File: src/rtl/hdb3_tx_pkg.sv
package hdb3_tx_pkg;
  // Symbol held in a look-ahead slot before polarity is assigned
  typedef enum logic [1:0] {
    SYM_SPACE = 2'd0,
    SYM_MARK  = 2'd1,
    SYM_BFILL = 2'd2,
    SYM_VIOL  = 2'd3
  } sym_e;

  // One line-side symbol as registered at the output
  typedef struct packed {
    logic vld;
    logic pos;
    logic neg;
  } rail_t;
endpackage

File: src/rtl/hdb3_tx_portsel.sv
module hdb3_tx_portsel (
  input  logic sel_p1,
  input  logic enc_en,
  input  logic ais_n,
  input  logic p1_valid,
  input  logic p1_data,
  input  logic p2_valid,
  input  logic p2_data,
  output logic p1_ready,
  output logic p2_ready,
  output logic bit_fire,
  output logic bit_val
);
  logic sel_data;

  assign p1_ready = enc_en & sel_p1;
  assign p2_ready = enc_en & ~sel_p1;
  assign bit_fire = sel_p1 ? (p1_valid & p1_ready) : (p2_valid & p2_ready);
  assign sel_data = sel_p1 ? p1_data : p2_data;
  // alarm fill turns every accepted bit into a mark
  assign bit_val  = ~ais_n | sel_data;
endmodule

File: src/rtl/hdb3_tx_window.sv
module hdb3_tx_window
  import hdb3_tx_pkg::*;
#(
  parameter int ZRUN = 4
) (
  input  logic clk,
  input  logic rst_n,
  input  logic bit_fire,
  input  logic bit_val,
  output logic emit_valid,
  output logic emit_pos,
  output logic emit_neg
);
  localparam int CW = $clog2(ZRUN + 1);
  localparam logic [CW-1:0] FULL = CW'(ZRUN);

  sym_e win_q [ZRUN];
  sym_e win_d [ZRUN];
  logic [CW-1:0] fill_q, fill_d;
  logic last_pos_q, last_pos_d;  // polarity of the most recent pulse, 1 = positive
  logic odd_q, odd_d;            // parity of non-violation pulses since last V
  sym_e old_sym;
  logic pulse, pol, quiet;

  always_comb begin
    old_sym    = win_q[ZRUN-1];
    emit_valid = bit_fire && (fill_q == FULL);
    pulse      = (old_sym != SYM_SPACE);
    pol        = (old_sym == SYM_VIOL) ? last_pos_q : ~last_pos_q;
    emit_pos   = emit_valid & pulse & pol;
    emit_neg   = emit_valid & pulse & ~pol;

    last_pos_d = last_pos_q;
    odd_d      = odd_q;
    if (emit_valid && pulse) begin
      last_pos_d = pol;
      odd_d      = (old_sym == SYM_VIOL) ? 1'b0 : ~odd_q;
    end

    fill_d = (fill_q == FULL) ? FULL : fill_q + CW'(1);

    win_d[0] = bit_val ? SYM_MARK : SYM_SPACE;
    for (int i = 1; i < ZRUN; i++) win_d[i] = win_q[i-1];

    quiet = (fill_d == FULL);
    for (int i = 0; i < ZRUN; i++) quiet = quiet & (win_d[i] == SYM_SPACE);

    if (quiet) begin
      win_d[0]      = SYM_VIOL;
      win_d[ZRUN-1] = odd_d ? SYM_SPACE : SYM_BFILL;
    end
  end

  always_ff @(posedge clk or negedge rst_n) begin
    if (!rst_n) begin
      fill_q     <= '0;
      last_pos_q <= 1'b0;
      odd_q      <= 1'b1;
      for (int i = 0; i < ZRUN; i++) win_q[i] <= SYM_SPACE;
    end else if (bit_fire) begin
      fill_q     <= fill_d;
      last_pos_q <= last_pos_d;
      odd_q      <= odd_d;
      for (int i = 0; i < ZRUN; i++) win_q[i] <= win_d[i];
    end
  end
endmodule

File: src/rtl/hdb3_tx_lineout.sv
module hdb3_tx_lineout
  import hdb3_tx_pkg::*;
(
  input  logic clk,
  input  logic rst_n,
  input  logic lb_line_n,
  input  logic lb_term_n,
  input  logic rx_valid,
  input  logic rx_pos,
  input  logic rx_neg,
  input  logic enc_valid,
  input  logic enc_pos,
  input  logic enc_neg,
  output logic line_valid,
  output logic line_pos,
  output logic line_neg,
  output logic loop_err
);
  rail_t nxt, cur;
  logic  bad, loop;

  assign bad  = ~lb_line_n & ~lb_term_n;
  assign loop = ~lb_line_n & lb_term_n;

  always_comb begin
    if (bad) begin
      nxt = '0;
    end else if (loop) begin
      nxt.vld = rx_valid;
      nxt.pos = rx_valid & rx_pos & ~rx_neg;
      nxt.neg = rx_valid & rx_neg & ~rx_pos;
    end else begin
      nxt.vld = enc_valid;
      nxt.pos = enc_pos;
      nxt.neg = enc_neg;
    end
  end

  always_ff @(posedge clk or negedge rst_n) begin
    if (!rst_n) begin
      cur      <= '0;
      loop_err <= 1'b0;
    end else begin
      cur      <= nxt;
      loop_err <= bad;
    end
  end

  assign line_valid = cur.vld;
  assign line_pos   = cur.pos;
  assign line_neg   = cur.neg;
endmodule

File: src/rtl/hdb3_tx_top.sv
module hdb3_tx_top #(
  parameter int ZRUN = 4
) (
  input  logic clk,
  input  logic rst_n,
  input  logic sel_p1,
  input  logic p1_valid,
  input  logic p1_data,
  output logic p1_ready,
  input  logic p2_valid,
  input  logic p2_data,
  output logic p2_ready,
  input  logic ais_n,
  input  logic lb_line_n,
  input  logic lb_term_n,
  input  logic rx_valid,
  input  logic rx_pos,
  input  logic rx_neg,
  output logic line_valid,
  output logic line_pos,
  output logic line_neg,
  output logic loop_err
);
  logic bit_fire, bit_val;
  logic enc_valid, enc_pos, enc_neg;

  hdb3_tx_portsel u_sel (
    .sel_p1  (sel_p1),
    .enc_en  (lb_line_n),
    .ais_n   (ais_n),
    .p1_valid(p1_valid),
    .p1_data (p1_data),
    .p2_valid(p2_valid),
    .p2_data (p2_data),
    .p1_ready(p1_ready),
    .p2_ready(p2_ready),
    .bit_fire(bit_fire),
    .bit_val (bit_val)
  );

  hdb3_tx_window #(.ZRUN(ZRUN)) u_win (
    .clk       (clk),
    .rst_n     (rst_n),
    .bit_fire  (bit_fire),
    .bit_val   (bit_val),
    .emit_valid(enc_valid),
    .emit_pos  (enc_pos),
    .emit_neg  (enc_neg)
  );

  hdb3_tx_lineout u_out (
    .clk       (clk),
    .rst_n     (rst_n),
    .lb_line_n (lb_line_n),
    .lb_term_n (lb_term_n),
    .rx_valid  (rx_valid),
    .rx_pos    (rx_pos),
    .rx_neg    (rx_neg),
    .enc_valid (enc_valid),
    .enc_pos   (enc_pos),
    .enc_neg   (enc_neg),
    .line_valid(line_valid),
    .line_pos  (line_pos),
    .line_neg  (line_neg),
    .loop_err  (loop_err)
  );
endmodule

File: config.mk
export PLATFORM = sky130hd
export DESIGN_NAME = hdb3_tx_top
export DESIGN_NICKNAME = d
export VERILOG_FILES = /design/src/rtl/hdb3_tx_pkg.sv /design/src/rtl/hdb3_tx_portsel.sv /design/src/rtl/hdb3_tx_window.sv /design/src/rtl/hdb3_tx_lineout.sv /design/src/rtl/hdb3_tx_top.sv
export SDC_FILE = /design/constraint.sdc
export NUM_CORES = 1
export LEC_CHECK = 0
export ABC_AREA = 1
export ABC_CLOCK_PERIOD_IN_PS = 3500
export BUFFER_PORTS_ARGS = -buffer_cell sky130_fd_sc_hd__clkbuf_2
export CAP_MARGIN = 20
export CORE_AREA = 10 10 48 54
export CTS_BUF_LIST = sky130_fd_sc_hd__clkbuf_8
export DETAILED_ROUTE_END_ITERATION = 10
export DIE_AREA = 0 0 58 64
export HOLD_SLACK_MARGIN = 0.03
export PLACE_DENSITY = 0.87
export SLEW_MARGIN = 30
export SYNTH_ARGS = -nofsm -noshare
export SYNTH_HDL_FRONTEND = slang
export SYNTH_SLANG_ARGS = --single-unit
File: constraint.sdc
create_clock -name clk -period 3.5 [get_ports clk]
set_input_delay 1.05 -clock clk [delete_from_list [all_inputs] [get_ports clk]]
set_output_delay 1.05 -clock clk [all_outputs]
set_load 0.005 [all_outputs]
==> results.md, run 1 <==
* Hold Vio Cnt, Final at 0
* Ports at 19
* Final Max Tran Viols at 0
* Leakage at 0.561 nW
* Synth Area in Adders at 2.87%
* Area delta synth->final at 14.9%
* Pwr dens at 586 mW/mm^2
* Max clock buf depth at 2
* DR vias/cell at 5.04
* WL/cell at 11.4 microns
* Initial antenna violation count at 0
* Design area at 0.00100 sq mm
* Routed WL at 1610 microns
* Post-place instance area at 956 sq um
* Most used DFF post-synth: dfrtp_1
* Residual DRC count at 0
* Tmin final at 2.50 ns
* Synth area leader: dfrtp_1
* Status: completed
* Initial DRC count at 9
* Setup crit end kind: primary output
* FILL cells at 138
* WP data required at 2.45 ns
* EDFF count, synth at 0
* Final Util at 65.0%
* Fin nets at 140
* Clock latency on the worst-skew pair at 0.24 ns
* Grt ovf at 0
* Register area at 427 sq um
* Crit Path Category: input port to primary output
* Final cycle utilization of the critical path at 71.3%
* Ys async rst share at 100%
* Setup bufs post-CTS at 0
* Sink Count at 17
* DP HPWL at 1300 microns
* Synth Area in Compound Gates at 11.4%
* Worst-path clk slew at 0.06 ns
* Multi-input logic area at 358 sq um
* Setup TNS at 0 ns
* CP Launch Type: input port
* Drt pass-1 iters at 4
* Die outline width at 58 microns
* Root buffer cell: clkbuf_8
* First-pass GRT wire length at 2780 microns
* Row count at 15
* Total track usage at 9.04%
* Slew headroom at 68.3%
* Post-layout power at 0.000587 W
* RSZ-0062 raised after global routing: no
* Core area at 0.00154 sq mm
* Cells along the critical path: clkbuf_2 > inv_1 > nor2_1 > clkbuf_2
* Skew final at 0.00321 ns
* CTS tree: built
* Total number of vias at 710
* Largest family of logic cells by synthesized area: simple AND/OR/NAND/NOR gates
* Max VDD drop at 0.000378 V
* WP data arrival at 1.45 ns
* Vias in the first global route at 673
* ANT cells at 0
* Final setup viols at 0
* Die Y-Extent at 64 microns
* Top cell type's share of synthesized area at 46.0%
* Synth cell types at 20
* CTS Buf Count at 3
* IO Port Bufs at 18
* Share of cells above drive strength 1 at 27.4%
* Post-Synthesis Cells at 104
* Crit-path max FO at 5
* Largest cells by area after synthesis: dfrtp_1 (46%), nand2_1 (12%), inv_1 (6.5%)
* Die area at 0.00371 sq mm
* Synth Area in Simple Gates at 26.9%
* Hold-fix buffers, CTS at 0
* H-tree levels at 1
* Delay of the slowest cell on the worst path at 0.12 ns
* Top cells by count, synth: nand2_1 (27), dfrtp_1 (16), inv_1 (15)
* Sequential element share of the synthesized area at 49.0%
* Initial Util at 56.6%
* Worst slew pin tran at 0.473 ns
* Top cell by count, worst path: clkbuf_2
* Post-Place Worst Slack at 0.997 ns
* Yosys warns at 0
* Post-synthesis mux area share at 0%
* Final WS setup at 1.00 ns
* Slowest cell on crit path: clkbuf_2
* Yosys reg bits at 17
* Post-CTS Resized at 0
* Placer Congestion at 0.732
* Largest net degree at the start of global routing at 21
* Syn Nets at 119
* Max Fclk at 400 MHz
* Final ANT Viol Nets at 0
* Max Cap Violations at 0
* Synthesized area per cell at 8.37 sq um
* Post-synth design cell area at 871 sq um
* Most common cell in the netlist: nand2_1
* Post-Synth XOR/XNOR Area at 0%
* Worst hold path type: register to register
per-stage QoR:
step / hold WS, ns / cells
finish: 0.506 / 141
global placement: 0.486 / 137
detailed placement: 0.492 / 137
floorplan: 0.464 / 104
CTS: 0.507 / 141
global route: 0.538 / 141
critical path, delay by kind of cell:
kind	cells	cell delay (ns)
buf+inv	3	0.31
simple gates	1	0.08
logic make-up after synthesis:
kind of cell / after synthesis
compound gates: 15
fa+ha+maj: 2
flops: 17
simple gates: 52
buf+inv: 18
where the power goes:
group / total (W) / switching (W) / internal [W] / leakage, nW
Clock: 0.000138 / 0.0000600 / 0.0000775 / 0.0269
Sequential: 0.000272 / 0.0000273 / 0.000245 / 0.214
Combinational: 0.000177 / 0.000108 / 0.0000689 / 0.320
path summary, 6_finish.rpt:
check | cells past startpoint | slack, ns | start | to
max in group asynchronous | 1 | 2.45 | rst_n | u_win.odd_q$_DFFE_PN1P_
min in group asynchronous | 1 | 0.73 | rst_n | u_out.loop_err$_DFF_PN0_
max reg2reg | 9 | 2.08 | u_win.fill_q[0]$_DFFE_PN0P_ | u_win.old_sym[1]$_DFFE_PN0P_
min | 2 | 0.51 | u_win.last_pos_q$_DFFE_PN0P_ | u_win.last_pos_q$_DFFE_PN0P_
max | 4 | 1.00 | lb_line_n | p2_ready
min reg2reg | 2 | 0.51 | u_win.last_pos_q$_DFFE_PN0P_ | u_win.last_pos_q$_DFFE_PN0P_
sequential cells by signal, summed over array words and instances, names as in the netlist:
register          cells
u_out.line_pos        1
u_win.win_d           4
u_win.last_pos_q      1
u_out.line_valid      1
u_out.line_neg        1
u_out.loop_err        1
u_win.win_q           2
u_win.old_sym         2
u_win.fill_q          3
u_win.odd_q           1
per-layer routing:
metal / track usage (%) / vias to the layer above / wire length (microns)
met3: 4.94 / 2 / 202
met5: 0 / - / 0
met4: 3.82 / 0 / 9
met1: 10.1 / 318 / 677
met2: 13.8 / 21 / 725
li1: - / 369 / -
placed cells by master, fill, tap and decap left out:
cell | synthesis | layout
nand2_1 | 27 | 27
nand2_2 | 4 | 4
o21ai_0 | 5 | 5
inv_1 | 15 | 16
dfstp_2 | 1 | 1
nand4_1 | 2 | 2
a31oi_1 | 1 | 1
or2_0 | 1 | 1
clkbuf_2 | 0 | 18
nand3_1 | 9 | 9
ha_1 | 2 | 2
or2_2 | 1 | 1
inv_2 | 1 | 1
nor2_1 | 7 | 7
o32ai_1 | 1 | 1
clkbuf_8 | 0 | 3
o21ai_2 | 5 | 5
dfrtp_1 | 16 | 16
nand2_4 | 1 | 1
a21oi_1 | 3 | 3
final cells by class:
type | count | share of cell area (%)
clock buffers | 3 | 4.13
clock inverters | 1 | 0.375
inverters | 16 | 6.00
multi-input cells | 69 | 35.7
flip-flops and latches | 17 | 42.6
well taps | 17 | 2.13
repair buffers | 18 | 9.00
Power figures use the tool's default switching activity.
==> inputs of run 2 (changes only) <==
- ABC_AREA: 1 -> 0
- ABC_CLOCK_PERIOD_IN_PS: 3500 -> 2600
- CORE_AREA: 10 10 48 54 -> 10 10 49 55
- DIE_AREA: 0 0 58 64 -> 0 0 59 65
- PLACE_DENSITY: 0.87 -> 0.82
- clock period: 3.5 -> 2.6 ns (I/O delays scaled with it)
==> run 2 against run 1 <==
  * Die area up 3.3%
  * Cell area down 0.38%
  * Synthesized cell count down 22%
  * Global-route usage up 0.96 points
  * Non-clock buffer count unchanged
  * Clock skew about the same
  * Worst setup slack worse by 0.39 ns
  * Sequential share of layout area up 0.16 points
  * Clock power up 38%
  * Cell count down 16%
  * Count of clock-buffer cells in the layout unchanged
  * Total power up 36%
  * Critical endpoint unchanged
  * Largest cell class unchanged
  * Largest power group unchanged
  * Highest routed layer unchanged
==> results.md, run 2 <==
* Status: completed
* ANT cells at 0
* Sequential Power Share at 47.3%
* Largest family of logic cells by synthesized area: simple AND/OR/NAND/NOR gates
* H-tree levels at 1
* Most frequent cells in the layout: clkbuf_2 (18), dfrtp_1 (16), nand2_1 (11)
* Worst-path clk slew at 0.06 ns
* Die outline width at 59 microns
* Top cells by count, synth: dfrtp_1 (16), nand2_1 (11), mux2_2 (5)
* Slew headroom at 72.0%
* Residual DRC count at 0
* Synth area leader: dfrtp_1
* Initial antenna violation count at 0
* First-pass GRT wire length at 3000 microns
* EDFF count, synth at 0
* Core area at 0.00168 sq mm
* Setup TNS at 0 ns
* Max Cap Violations at 0
* Yosys warns at 0
* Grt ovf at 0
* Post-CTS Resized at 0
* CP Launch Type: input port
* Sink Count at 17
* Worst hold path type: input port to async pin
* Worst slew pin tran at 0.420 ns
* Die Y-Extent at 65 microns
* WP data required at 1.82 ns
* Routed WL at 1750 microns
* Most used DFF post-synth: dfrtp_1
* DP HPWL at 1390 microns
* Initial DRC count at 14
* Comb power frac at 29.0%
* Die area at 0.00384 sq mm
* RR Endpoint: u_win.old_sym[1]$_DFFE_PN0P_
* Crit Path Category: input port to primary output
* Placed cells at 114
* Yosys reg bits at 17
* Total number of vias at 690
* Final ANT Viol Nets at 0
* Largest cells by area after synthesis: dfrtp_1 (47%), mux2_2 (6.6%), nand2_1 (4.8%)
* Post-synth design cell area at 852 sq um
* CTS tree: built
* Synthesized area per cell at 10.5 sq um
* Final setup viols at 0
* Vias in the first global route at 720
* P_int at 0.000538 W
* Worst setup startpoint: lb_line_n
* Top cell by count, worst path: clkbuf_2
* Max reg flops at 4
* Clock power frac at 23.7%
* Synth Area in Adders at 2.94%
* Tmin final at 1.98 ns
* Post-layout power at 0.000800 W
* Row count at 16
* Area delta synth->final at 17.0%
* WL/cell at 14.8 microns
* Synth Area in Compound Gates at 11.6%
* Synth Area in Simple Gates at 18.5%
* R2r setup slk at 0.85 ns
* Post-Synth XOR/XNOR Area at 4.11%
* Hold-fix buffers, CTS at 0
* Reg2reg start: u_win.fill_q[0]$_DFFE_PN0P_
* Pwr dens at 803 mW/mm^2
* Synth cell types at 29
* Sw frac at 32.8%
* Max Fclk at 504 MHz
* Cells along the critical path: clkbuf_2 > nor2b_1 > clkbuf_2
* Largest net degree at the start of global routing at 18
* Reg2Reg Depth at 5
* Slowest cell on crit path: nor2b_1
* Sequential element share of the synthesized area at 50.1%
* Skew final at 0.00335 ns
* Ys async rst share at 100%
* Max VDD drop at 0.000451 V
* Setup crit end kind: primary output
* Leakage at 0.476 nW
* Fin nets at 116
* Post-Synthesis Cells at 81
* Ports at 19
* IO Port Bufs at 18
* Setup bufs post-CTS at 0
* Most common cell in the netlist: dfrtp_1
* Total track usage at 10.0%
* Top cell type's share of synthesized area at 47.0%
* Clock latency on the worst-skew pair at 0.25 ns
* Net switching power of the design at 0.000263 W
* Most common cell after layout, fill and taps aside: clkbuf_2
* Max clock buf depth at 2
* Syn Nets at 96
* Post-synthesis mux area share at 9.54%
* DR vias/cell at 5.85
* Delay of the slowest cell on the worst path at 0.15 ns
* WP data arrival at 1.20 ns
* Final Non-Filler Cells at 118
* RSZ-0062 raised after global routing: no
* Drt pass-1 iters at 2
* Final cycle utilization of the critical path at 76.3%
* CTS Buf Count at 3
* Root buffer cell: clkbuf_8
* Crit-path max FO at 7
* Hold Vio Cnt, Final at 0
* Initial Util at 50.7%
* Placer Congestion at 0.784
* Share of cells above drive strength 1 at 29.0%
* Final Max Tran Viols at 0
-- run 2: worst max-delay path by stage --
stage,endpoint,slack [ns],depth (start not counted)
floorplan,u_win.old_sym[1]$_DFFE_PN0P_,0.81,4
global placement,u_win.old_sym[1]$_DFFE_PN0P_,0.64,5
detailed placement,u_win.old_sym[1]$_DFFE_PN0P_,0.57,5
CTS,p2_ready,0.62,3
global route,p2_ready,0.59,3
finish,p2_ready,0.62,3
-- run 2: through the flow --
stage / instance area [sq um] / hold slack (ns) / utilization (%) / worst slack (ns)
2_1_floorplan: 852 / 0.456 / - / 0.810
3_3_place_gp: 952 / 0.502 / 56.6 / 0.636
3_5_place_dp: 952 / 0.502 / 56.6 / 0.575
4_1_cts: 997 / 0.456 / 59.3 / 0.617
5_1_grt: 997 / 0.461 / 59.3 / 0.589
6_report: 997 / 0.447 / 59.3 / 0.616
-- run 2: routing by layer --
metal	GRT usage, %	up-vias	wire length (microns)
li1	-	326	-
met1	10.1	333	687
met2	14.9	24	791
met3	5.65	7	194
met4	7.47	0	77
met5	0	-	0
-- run 2: cells by family after synthesis --
family | Yosys count
mux | 7
compound gates | 13
simple gates | 31
flops | 17
buf+inv | 7
xor+xnor | 4
fa+ha+maj | 2
-- run 2: cell type report --
cell class | count | area (sq um)
fill | 146 | 684
clock buffer | 3 | 41.3
timing repair buffer | 18 | 90.1
tap | 18 | 22.5
multi-input combinational | 57 | 398
sequential | 17 | 427
inverter | 4 | 15.0
clock inverter | 1 | 3.75
-- run 2: power by group through the flow --
stage | combinational [W] | sequential (W) | clock (W)
global placement | 0.000209 | 0.000378 | 0
finish | 0.000232 | 0.000378 | 0.000190
floorplan | 0.000176 | 0.000362 | 0
CTS | 0.000232 | 0.000377 | 0.000196
global route | 0.000261 | 0.000388 | 0.000207
detailed placement | 0.000231 | 0.000380 | 0
-- run 2: worst max-delay path, delay by kind of cell --
kind / cells / cell delay [ns]
buffers and inverters: 2 / 0.27
AND/OR/NAND/NOR: 1 / 0.15
